<file path="config.mk">
export PLATFORM = sky130hd
export DESIGN_NAME = wb_stat_accum
export DESIGN_NICKNAME = d
export VERILOG_FILES = /design/src/rtl/wbs_pkg.sv /design/src/rtl/wbs_gate.sv /design/src/rtl/wbs_sat_acc.sv /design/src/rtl/wbs_regs.sv /design/src/rtl/wb_stat_accum.sv
export SDC_FILE = /design/constraint.sdc
export NUM_CORES = 1
export LEC_CHECK = 0
export BUFFER_PORTS_ARGS = -buffer_cell sky130_fd_sc_hd__buf_2
export CAP_MARGIN = 5
export CORE_ASPECT_RATIO = 1.1
export CORE_MARGIN = 1
export CORE_UTILIZATION = 56
export CTS_BUF_LIST = sky130_fd_sc_hd__clkbuf_16
export DETAILED_ROUTE_END_ITERATION = 8
export PLACE_DENSITY = 0.84
export SYNTH_ARGS = -nofsm -noshare
export SYNTH_HDL_FRONTEND = slang
export SYNTH_HIERARCHICAL = 1
export SYNTH_SLANG_ARGS = --single-unit
</file>
<file path="constraint.sdc">
create_clock -name clk -period 3.17 [get_ports clk]
set_input_delay 0.1585 -clock clk [delete_from_list [all_inputs] [get_ports clk]]
set_output_delay 0.1585 -clock clk [all_outputs]
set_load 0.03 [all_outputs]
</file>
<file path="src/rtl/wbs_pkg.sv">
package wbs_pkg;

  typedef struct packed {
    logic [7:0] r;
    logic [7:0] g;
    logic [7:0] b;
    logic [7:0] y;
    logic [7:0] s;
  } wbs_pix_t;

  localparam logic [7:0] A_YFLOOR = 8'h00;
  localparam logic [7:0] A_SCEIL  = 8'h01;
  localparam logic [5:0] SEC_RED  = 6'd1;  // 0x04..0x07
  localparam logic [5:0] SEC_GRN  = 6'd2;  // 0x08..0x0B
  localparam logic [5:0] SEC_BLU  = 6'd3;  // 0x0C..0x0F
  localparam logic [5:0] SEC_CNT  = 6'd4;  // 0x10..0x13

  localparam logic [7:0] YFLOOR_RST = 8'd100;
  localparam logic [7:0] SCEIL_RST  = 8'd10;

  // Dual gate: bright enough and grey enough.
  function automatic logic f_admit(input logic [7:0] y, input logic [7:0] s,
                                   input logic [7:0] yfl, input logic [7:0] sce);
    return (y >= yfl) && (s <= sce);
  endfunction

  // Byte lane i of a 32-bit word.
  function automatic logic [7:0] f_byte(input logic [31:0] w, input logic [1:0] i);
    return w[{3'd0, i} * 8 +: 8];
  endfunction

endpackage

</file>
<file path="src/rtl/wbs_gate.sv">
module wbs_gate
  import wbs_pkg::*;
(
  input  wbs_pix_t   pix,
  input  logic       vld,
  input  logic       open,
  input  logic [7:0] yfloor,
  input  logic [7:0] sceil,
  output logic       admit
);
  logic pass_thr;
  assign pass_thr = f_admit(pix.y, pix.s, yfloor, sceil);
  assign admit    = vld & open & pass_thr;
endmodule

</file>
<file path="src/rtl/wbs_sat_acc.sv">
module wbs_sat_acc #(
  parameter int IN_W  = 8,
  parameter int ACC_W = 24
) (
  input  logic             clk,
  input  logic             rst_n,
  input  logic             clr,
  input  logic             add_en,
  input  logic [IN_W-1:0]  inc,
  output logic [ACC_W-1:0] acc
);
  localparam logic [ACC_W-1:0] ACC_MAX = {ACC_W{1'b1}};

  logic [ACC_W:0] sum_wide;
  logic           ovf;

  assign sum_wide = {1'b0, acc} + {{(ACC_W + 1 - IN_W){1'b0}}, inc};
  assign ovf      = sum_wide[ACC_W];

  always_ff @(posedge clk or negedge rst_n) begin
    if (!rst_n)      acc <= '0;
    else if (clr)    acc <= '0;
    else if (add_en) acc <= ovf ? ACC_MAX : sum_wide[ACC_W-1:0];
  end

  p_clear_r6: assert property (@(posedge clk) disable iff (!rst_n)
    clr |=> (acc == '0));

  p_no_wrap_r7: assert property (@(posedge clk) disable iff (!rst_n)
    (!clr && acc == ACC_MAX) |=> (acc == ACC_MAX));

  p_monotonic_r7: assert property (@(posedge clk) disable iff (!rst_n)
    !clr |=> (acc >= $past(acc)));
endmodule

</file>
<file path="src/rtl/wbs_regs.sv">
module wbs_regs
  import wbs_pkg::*;
#(
  parameter int SUM_W = 24,
  parameter int CNT_W = 32
) (
  input  logic             clk,
  input  logic             rst_n,
  input  logic             latch,
  input  logic [SUM_W-1:0] acc_r,
  input  logic [SUM_W-1:0] acc_g,
  input  logic [SUM_W-1:0] acc_b,
  input  logic [CNT_W-1:0] acc_cnt,
  input  logic [7:0]       reg_addr,
  input  logic             reg_wr,
  input  logic [7:0]       reg_wdata,
  output logic [7:0]       yfloor,
  output logic [7:0]       sceil,
  output logic [7:0]       reg_rdata
);
  localparam int SUM_BYTES = (SUM_W + 7) / 8;
  localparam int CNT_BYTES = (CNT_W + 7) / 8;

  logic [SUM_W-1:0] res_r, res_g, res_b;
  logic [CNT_W-1:0] res_cnt;
  logic [31:0]      pad_r, pad_g, pad_b, pad_cnt;
  logic [5:0]       sec;
  logic [1:0]       lane;
  logic             lane_sum_ok, lane_cnt_ok;

  always_ff @(posedge clk or negedge rst_n) begin
    if (!rst_n) begin
      yfloor <= YFLOOR_RST;
      sceil  <= SCEIL_RST;
    end else if (reg_wr) begin
      if (reg_addr == A_YFLOOR) yfloor <= reg_wdata;
      if (reg_addr == A_SCEIL)  sceil  <= reg_wdata;
    end
  end

  always_ff @(posedge clk or negedge rst_n) begin
    if (!rst_n) begin
      res_r   <= '0;
      res_g   <= '0;
      res_b   <= '0;
      res_cnt <= '0;
    end else if (latch) begin
      res_r   <= acc_r;
      res_g   <= acc_g;
      res_b   <= acc_b;
      res_cnt <= acc_cnt;
    end
  end

  assign pad_r       = 32'(res_r);
  assign pad_g       = 32'(res_g);
  assign pad_b       = 32'(res_b);
  assign pad_cnt     = 32'(res_cnt);
  assign sec         = reg_addr[7:2];
  assign lane        = reg_addr[1:0];
  assign lane_sum_ok = (32'(lane) < SUM_BYTES);
  assign lane_cnt_ok = (32'(lane) < CNT_BYTES);

  always_comb begin
    reg_rdata = 8'h00;
    if (reg_addr == A_YFLOOR)                 reg_rdata = yfloor;
    else if (reg_addr == A_SCEIL)             reg_rdata = sceil;
    else if (sec == SEC_RED && lane_sum_ok)   reg_rdata = f_byte(pad_r, lane);
    else if (sec == SEC_GRN && lane_sum_ok)   reg_rdata = f_byte(pad_g, lane);
    else if (sec == SEC_BLU && lane_sum_ok)   reg_rdata = f_byte(pad_b, lane);
    else if (sec == SEC_CNT && lane_cnt_ok)   reg_rdata = f_byte(pad_cnt, lane);
  end

  p_result_hold_r6: assert property (@(posedge clk) disable iff (!rst_n)
    !latch |=> ($stable(res_cnt) && $stable(res_r) && $stable(res_g) && $stable(res_b)));

  p_latch_copy_r6: assert property (@(posedge clk) disable iff (!rst_n)
    latch |=> (res_cnt == $past(acc_cnt)));

  p_floor_write_r3: assert property (@(posedge clk) disable iff (!rst_n)
    (reg_wr && reg_addr == A_YFLOOR) |=> (yfloor == $past(reg_wdata)));

  p_thr_hold_r9: assert property (@(posedge clk) disable iff (!rst_n)
    (!reg_wr || reg_addr > A_SCEIL) |=> ($stable(yfloor) && $stable(sceil)));
endmodule

</file>
<file path="src/rtl/wb_stat_accum.sv">
module wb_stat_accum
  import wbs_pkg::*;
#(
  parameter int SUM_W = 24,
  parameter int CNT_W = 32
) (
  input  logic       clk,
  input  logic       rst_n,
  input  logic       frm_start,
  input  logic       frm_end,
  input  logic       pix_vld,
  input  logic [7:0] pix_r,
  input  logic [7:0] pix_g,
  input  logic [7:0] pix_b,
  input  logic [7:0] pix_y,
  input  logic [7:0] pix_s,
  input  logic [7:0] reg_addr,
  input  logic       reg_wr,
  input  logic [7:0] reg_wdata,
  output logic [7:0] reg_rdata
);
  localparam int NCH = 3;

  wbs_pix_t         pix;
  logic             in_frame, win_open, admit, latch;
  logic [7:0]       yfloor, sceil;
  logic [7:0]       ch_in  [NCH];
  logic [SUM_W-1:0] ch_acc [NCH];
  logic [CNT_W-1:0] cnt_acc;

  assign pix      = '{r: pix_r, g: pix_g, b: pix_b, y: pix_y, s: pix_s};
  assign ch_in[0] = pix_r;
  assign ch_in[1] = pix_g;
  assign ch_in[2] = pix_b;

  always_ff @(posedge clk or negedge rst_n) begin
    if (!rst_n)         in_frame <= 1'b0;
    else if (frm_end)   in_frame <= 1'b0;
    else if (frm_start) in_frame <= 1'b1;
  end

  assign win_open = in_frame & ~frm_start & ~frm_end;
  assign latch    = frm_end & in_frame;

  wbs_gate u_gate (
    .pix    (pix),
    .vld    (pix_vld),
    .open   (win_open),
    .yfloor (yfloor),
    .sceil  (sceil),
    .admit  (admit)
  );

  for (genvar c = 0; c < NCH; c++) begin : g_chan
    wbs_sat_acc #(.IN_W(8), .ACC_W(SUM_W)) u_sum (
      .clk    (clk),
      .rst_n  (rst_n),
      .clr    (frm_start),
      .add_en (admit),
      .inc    (ch_in[c]),
      .acc    (ch_acc[c])
    );
  end

  wbs_sat_acc #(.IN_W(1), .ACC_W(CNT_W)) u_cnt (
    .clk    (clk),
    .rst_n  (rst_n),
    .clr    (frm_start),
    .add_en (admit),
    .inc    (1'b1),
    .acc    (cnt_acc)
  );

  wbs_regs #(.SUM_W(SUM_W), .CNT_W(CNT_W)) u_regs (
    .clk       (clk),
    .rst_n     (rst_n),
    .latch     (latch),
    .acc_r     (ch_acc[0]),
    .acc_g     (ch_acc[1]),
    .acc_b     (ch_acc[2]),
    .acc_cnt   (cnt_acc),
    .reg_addr  (reg_addr),
    .reg_wr    (reg_wr),
    .reg_wdata (reg_wdata),
    .yfloor    (yfloor),
    .sceil     (sceil),
    .reg_rdata (reg_rdata)
  );

  p_floor_r1: assert property (@(posedge clk) disable iff (!rst_n)
    (cnt_acc != $past(cnt_acc) && !$past(frm_start)) |-> ($past(pix_y) >= $past(yfloor)));

  p_ceiling_r2: assert property (@(posedge clk) disable iff (!rst_n)
    (cnt_acc != $past(cnt_acc) && !$past(frm_start)) |-> ($past(pix_s) <= $past(sceil)));

  p_outside_r8: assert property (@(posedge clk) disable iff (!rst_n)
    ((!pix_vld || !in_frame || frm_end) && !frm_start) |=> $stable(cnt_acc));
endmodule

</file>
Word level (Yosys, flattened, before mapping) --
Cells that the tools add are included. Widths: inputs -> output; s select.
Operators by class: $add $sub $neg 4, magnitude comparators 3, eq/ne operators 5, shift operators 4, mux-type cells 20, bitwise logic cells 7, reduce and logical (&&, ||, !) cells 9
Operator list (number):
- $mux 24 | 9
- $shiftx 32x6->8 | 4
- $mux 32 | 3
- $add 24x8->25 | 3
- $mux 8 | 6
- $add 32x1->33 const B | 1
- $eq 6x2->1 const B | 2
- $eq 8x1->1 const B | 1
- $ge 8x8->1 | 1
- $le 8x8->1 | 1
- $logic_not 8->1 | 1
- $eq 6x1->1 const B | 1
- $eq 6x3->1 const B | 1
- $and 1x1->1 | 5
- $logic_and 1x1->1 | 4
- $reduce_and 2->1 | 2
- $reduce_bool 2->1 | 2
- $lt 2x2->1 const B | 1
- $mux 1 | 2
- $not 1->1 | 2
Storage, ports and cells: flip-flop bits (word level) 225, logic and storage cells 63

Logic depth before layout (Yosys ltp) --
depth after elaboration 7, depth in mapped cells 12, depth with buffers taken out 12

Modules after synthesis --
Netlist, hierarchy kept.
Modules (own cells, without submodules):
- wbs_regs | instances 1, cells an instance 405, area each 5651.7 sq um
- wbs_sat_acc (g_chan[1].u_sum ...) | instances 2, cells an instance 172, area each 1657.8 sq um
- wbs_sat_acc (u_cnt) | instances 1, cells an instance 207, area each 1949.4 sq um
- wbs_sat_acc (g_chan[0].u_sum) | instances 1, cells an instance 174, area each 1616.6 sq um
- wbs_gate | instances 1, cells an instance 53, area each 401.6 sq um
- wb_stat_accum | instances 1, cells an instance 5, area each 58.8 sq um

Worst setup path before layout --
No wires, ideal clock.
kind register -> register, from reg u_regs.sceil[1], to reg u_cnt.acc[30], data arrival time 3.110 ns, data required time 3.050 ns, slack -0.060 ns, stages on the path, launching flop included 13, buffers on the path 0, clock period less this slack 3.230 ns, cell sequence dfstp_2 -> inv_1 -> ha_1 -> nor2b_1 -> o211ai_1 -> a21oi_1 -> nor4_2 -> a2bb2oi_1 -> clkinv_1 -> nor3_1 -> and4b_1 -> nand3_1 -> o211a_1
Between the ends: cells in the longest elaborated chain, start to end 4
Ends and longest elaborated chain:
- from (decl) | line wbs_regs.sv:18 | output logic [7:0] sceil,
- from (signal assigned) | line wbs_regs.sv:37 | if (reg_addr == A_SCEIL) sceil <= reg_wdata;
- $le 8x8->1 | line wbs_pkg.sv:24 | return (y >= yfl) && (s <= sce);
- $logic_and 1x1->1 | line wbs_pkg.sv:24
- $and 1x1->1 | line wbs_gate.sv:13 | assign admit = vld & open & pass_thr;
- via admit | line wb_stat_accum.sv:25 | logic in_frame, win_open, admit, latch;
- $reduce_bool 2->1 (no line)
- to (signal assigned) | line wbs_sat_acc.sv:23 | else if (add_en) acc <= ovf ? ACC_MAX : sum_wide[ACC_W-1:0];
- to (decl) | line wbs_sat_acc.sv:10 | output logic [ACC_W-1:0] acc
The timed path passes the listed nets, and every way through them passes these cells. A chain may end at the register's enable or synchronous reset.

Worst setup path after layout --
from reg u_regs.sceil[1], to reg g_chan[2].u_sum.acc[23]
Between the ends: cells in the longest elaborated chain, start to end 4
Ends and longest elaborated chain (line):
- $le 8x8->1 | wbs_pkg.sv:24
- $logic_and 1x1->1 | wbs_pkg.sv:24
- $and 1x1->1 | wbs_gate.sv:13
- via admit | wb_stat_accum.sv:25
- $reduce_bool 2->1 (no line)
- to (signal assigned) | wbs_sat_acc.sv:23
- to (decl) | wbs_sat_acc.sv:10
The timed path passes the listed nets, and every way through them passes these cells.

==> qor.txt <==
status: finished, violations left
failing checks: DRC
mux contribution to synthesized area: 15.1%
Final Hold Viols: 0
row count: 58
Int Pwr: 0.00458 W
hold wc startpoint: pix_g[0]
Reg2Reg Setup Slack: 0.08 ns
Period minus WS final: 3.09 ns
Avg WL per Cell: 20.4 um
Leakage: 6.61 nW
vias in the first global route: 10,032
Nets: 1,365
Synth Area in Compound Gates: 17.3%
filler cell count: 1,688
Gate power share: 7.5%
I/O Buffers: 69
CP top delay family: simple AND/OR/NAND/NOR gates
Simple-Gate Fraction of Synth Area: 15.4%
grt ovf: 0
Clock transition at path regs: 0.06 ns
cell count after synthesis: 1,188
Ys Warns: 6
Buf+Inv Stages, Crit Path: 2
Critical Path AT: 3.49 ns
critical path, cell by cell: inv_1 > ha_1 > nor2b_1 > o211ai_1 > a21oi_1 > nor4_2 > a2bb2oi_4 > buf_4 > and3_2 > nand3_2 > nor4b_2 > mux2_2
DR DRC count: 4
largest family of logic cells by synthesized area: compound AO/OA/AOI/OAI gates
DRT Pass-1 Iters: 9
clock tree from TritonCTS: yes
Setup WS post-layout: 0.0751 ns
CP max stage delay: 0.53 ns
Worst R2R Path Depth: 12
root buffer cell: clkbuf_16
Clock Sinks: 225
Async S/R FF share, synth: 100%
initial antenna violation count: 3
H-tree depth: 1
worst-margin pin slew: 0.828 ns
clock network power share: 44.4%
post-route cell area: 14,600 um^2
predominant post-synthesis flop cell: dfrtp_1
routability congestion estimate: 0.902
RSZ-0062 raised after global routing: yes
total CTS buffers: 24
RR Endpoint: g_chan[2].u_sum/acc[23]
layout cells sized above 1: 27.2%
type of origin of the critical path: register
period utilization: 97.6%
Post-DP Area: 13,600 um^2
largest net degree at the start of global routing: 107
synthesized area: 13,000 um^2
maximum vdd drop: 0.000384 V
clk_lat worst skew: 0.52 ns
Hold Path Sink: g_chan[1].u_sum/acc[0]
Synth Register Bits: 225
skew final: 0.0156 ns
slowest CP cell: dfstp_2
first-pass GRT wire length: 52,500 um
post-synth cell types: 99
crit path kind: reg -> reg
Die H: 162 um
Avg Inst Size Synth: 10.9 um^2
Die X: 147 um
Power Dens Cells: 415 nW/um^2
Core ar.: 22,800 um^2
Antenna Violating Nets Remaining: 0
Seq/Total Area, Yosys: 43.4%
GR Util All Layers: 27.2%
# Max-Cap Violations: 0
WHS Path Cells: 3
final setup vio count: 0
Post-synth EDFFs: 0
FMAX: 0.323 GHz
Initial Utilization: 57.0%
area growth from synthesis to layout: 12.1%
sw frac: 24.1%
critical-path maximum fanout: 4
DP Worst Slack: -0.105 ns
Sequential Power Share: 48.1%
Via Count: 10,306
die area: 23,800 um^2
final WL: 32,200 um
Clock Path Buffers: 3
drt initial violations: 973
critical path endpoint category: register
Slew Limit Fails: 0
vias per cell: 6.54
XOR/XNOR share of the synthesized area: 1.01%
synthesized-area fraction occupied by adder cells: 4.51%
P_sw: 0.00146 W
hpwl dp: 22,200 um
CP required: 3.56 ns
slew margin rel.: 44.8%
Reg-to-Reg Start: u_regs/sceil[1]
I/O pin count: 70
hold crit path type: in -> reg
## how the worst max path moves through the flow
stage	start	endpoint	slack (ns)	depth (start not counted)
2_1_floorplan	u_regs/sceil[1]	g_chan[1].u_sum/acc[23]	0.26	11
3_3_place_gp	u_regs/sceil[1]	g_chan[1].u_sum/acc[23]	0.10	11
3_5_place_dp	u_regs/sceil[1]	g_chan[2].u_sum/acc[23]	-0.11	11
4_1_cts	u_regs/sceil[1]	g_chan[1].u_sum/acc[23]	0.05	12
5_1_grt	u_regs/sceil[1]	g_chan[1].u_sum/acc[23]	-0.02	12
6_report	u_regs/sceil[1]	g_chan[2].u_sum/acc[23]	0.08	12
## cell usage in the layout, fill, tap and decap left out, types with 8 or more instances in the layout
master           n
a211oi_1        21
a211oi_2         8
a21o_1          10
a21oi_1         64
a311oi_1        25
a31oi_1         25
a32oi_1          9
and3_1          20
buf_2           67
buf_4           18
clkbuf_16       25
dfrtp_1        220
dlygate4sd3_1   10
ha_1            42
inv_1           43
mux2_2         130
mux2i_1         30
mux4_2           8
nand2_1         56
nand3_1         22
nand3b_1        16
nand4_1         27
nor2_1          91
nor2b_1         15
nor3_1          30
o211ai_1        26
o21a_1           8
o21ai_0         17
xnor2_1          9
## power groups by stage
stage	Sequential [W]	Combinational, W	Clock (W)
2_1_floorplan	0.00295	0.000264	0
6_report	0.00291	0.000453	0.00268
4_1_cts	0.00291	0.000451	0.00271
3_3_place_gp	0.00296	0.000427	0
5_1_grt	0.00291	0.000496	0.00284
3_5_place_dp	0.00296	0.000437	0
## cell type report
type	instances	area [um^2]	area share (%)
Multi-Input combinational cell	867	6980	47.9
Timing Repair Buffer	101	668	4.59
Clock buffer	25	626	4.30
Inverter	39	146	1.01
Clock inverter	19	126	0.868
Sequential cell	225	5640	38.7
Tap cell	300	375	2.58
Antenna cell	1	2.50	0.0172
## cell usage after synthesis, types with 7 or more instances
cell type | number | area share (%)
o211ai_1 | 26 | 1.5
buf_1 | 8 | 0.23
a21o_1 | 10 | 0.58
xnor2_1 | 9 | 0.61
o21ai_0 | 17 | 0.65
clkbuf_1 | 35 | 1.0
a21oi_1 | 64 | 2.5
inv_1 | 37 | 1.1
a32oi_1 | 9 | 0.61
nand3_1 | 23 | 0.89
a31oi_1 | 25 | 1.2
o211a_1 | 7 | 0.54
mux2_2 | 130 | 11
dfrtp_1 | 220 | 42
a211oi_2 | 8 | 0.77
nand3b_1 | 16 | 0.92
o21a_1 | 8 | 0.46
a311oi_1 | 25 | 1.7
nand4_1 | 27 | 1.3
a211oi_1 | 21 | 1.2
mux4_2 | 8 | 1.4
nand2_1 | 56 | 1.6
nor3_1 | 30 | 1.2
nor2b_1 | 15 | 0.72
o221ai_1 | 7 | 0.47
ha_1 | 42 | 4.0
nor2_1 | 91 | 2.6
and3_1 | 20 | 0.96
mux2i_1 | 30 | 2.3
## tightest hold or removal path, delay by kind of cell
kind / cells / cell delay, ns
compound gates: 1 / 0.13
buf+inv: 1 / 0.08
fa+ha+maj: 1 / 0.12
## per-stage QoR
step | utilization [%] | hold WS, ns | power, W | setup TNS [ns] | instances
after CTS | 63.8 | 0.00605 | 0.00607 | 0 | 1576
after global routing | 63.9 | 0.0154 | 0.00625 | -0.0244 | 1576
after floorplan | - | -0.137 | 0.00322 | 0 | 1189
after global placement | 59.9 | 0.266 | 0.00339 | 0 | 1518
after detailed placement | 59.9 | 0.273 | 0.00340 | -0.153 | 1518
final | 63.9 | 0.0112 | 0.00604 | 0 | 1577
## sequential cells by signal, indices dropped and copies added (netlist names)
| name | cells |
|---|---|
| u_regs/sceil | 8 |
| u_regs/res_g | 24 |
| in_frame | 1 |
| u_regs/yfloor | 8 |
| u_regs/res_b | 24 |
| g_chan.u_sum/acc | 72 |
| u_regs/res_r | 24 |
| u_cnt/acc | 32 |
| u_regs/pad_cnt | 32 |
## metal layers
metal  up-vias  routed length (um)  global-route usage, %
met5         -                  31                      0
met1      5115               13800                   37.7
met3        72                2060                   3.60
met2       422               15400                   44.3
li1       4693                   -                      -
met4         4                 935                   8.62
## repair_timing
| action | CTS | global route |
|---|---|---|
| endpoints found under the setup margin | 3 | 10 |
| pin swaps | 1 | 1 |
| endpoints found under the hold margin | 120 | 0 |
| resized for setup | 0 | 8 |
| hold buffers | 10 | 0 |
| setup buffers | 4 | 0 |
## logic make-up (layout without fill, tap and decap cells)
logic type	count (synthesis)	in the layout
and+or+nand+nor	343	343
AOI/OAI and AO/OA	293	293
DFF	225	225
muxes	169	169
buffers and inverters	97	184
adders and majority gates	45	45
xor gates and xnor gates	15	15
other	1	3
Note: power is estimated with default switching activity, not from simulation.
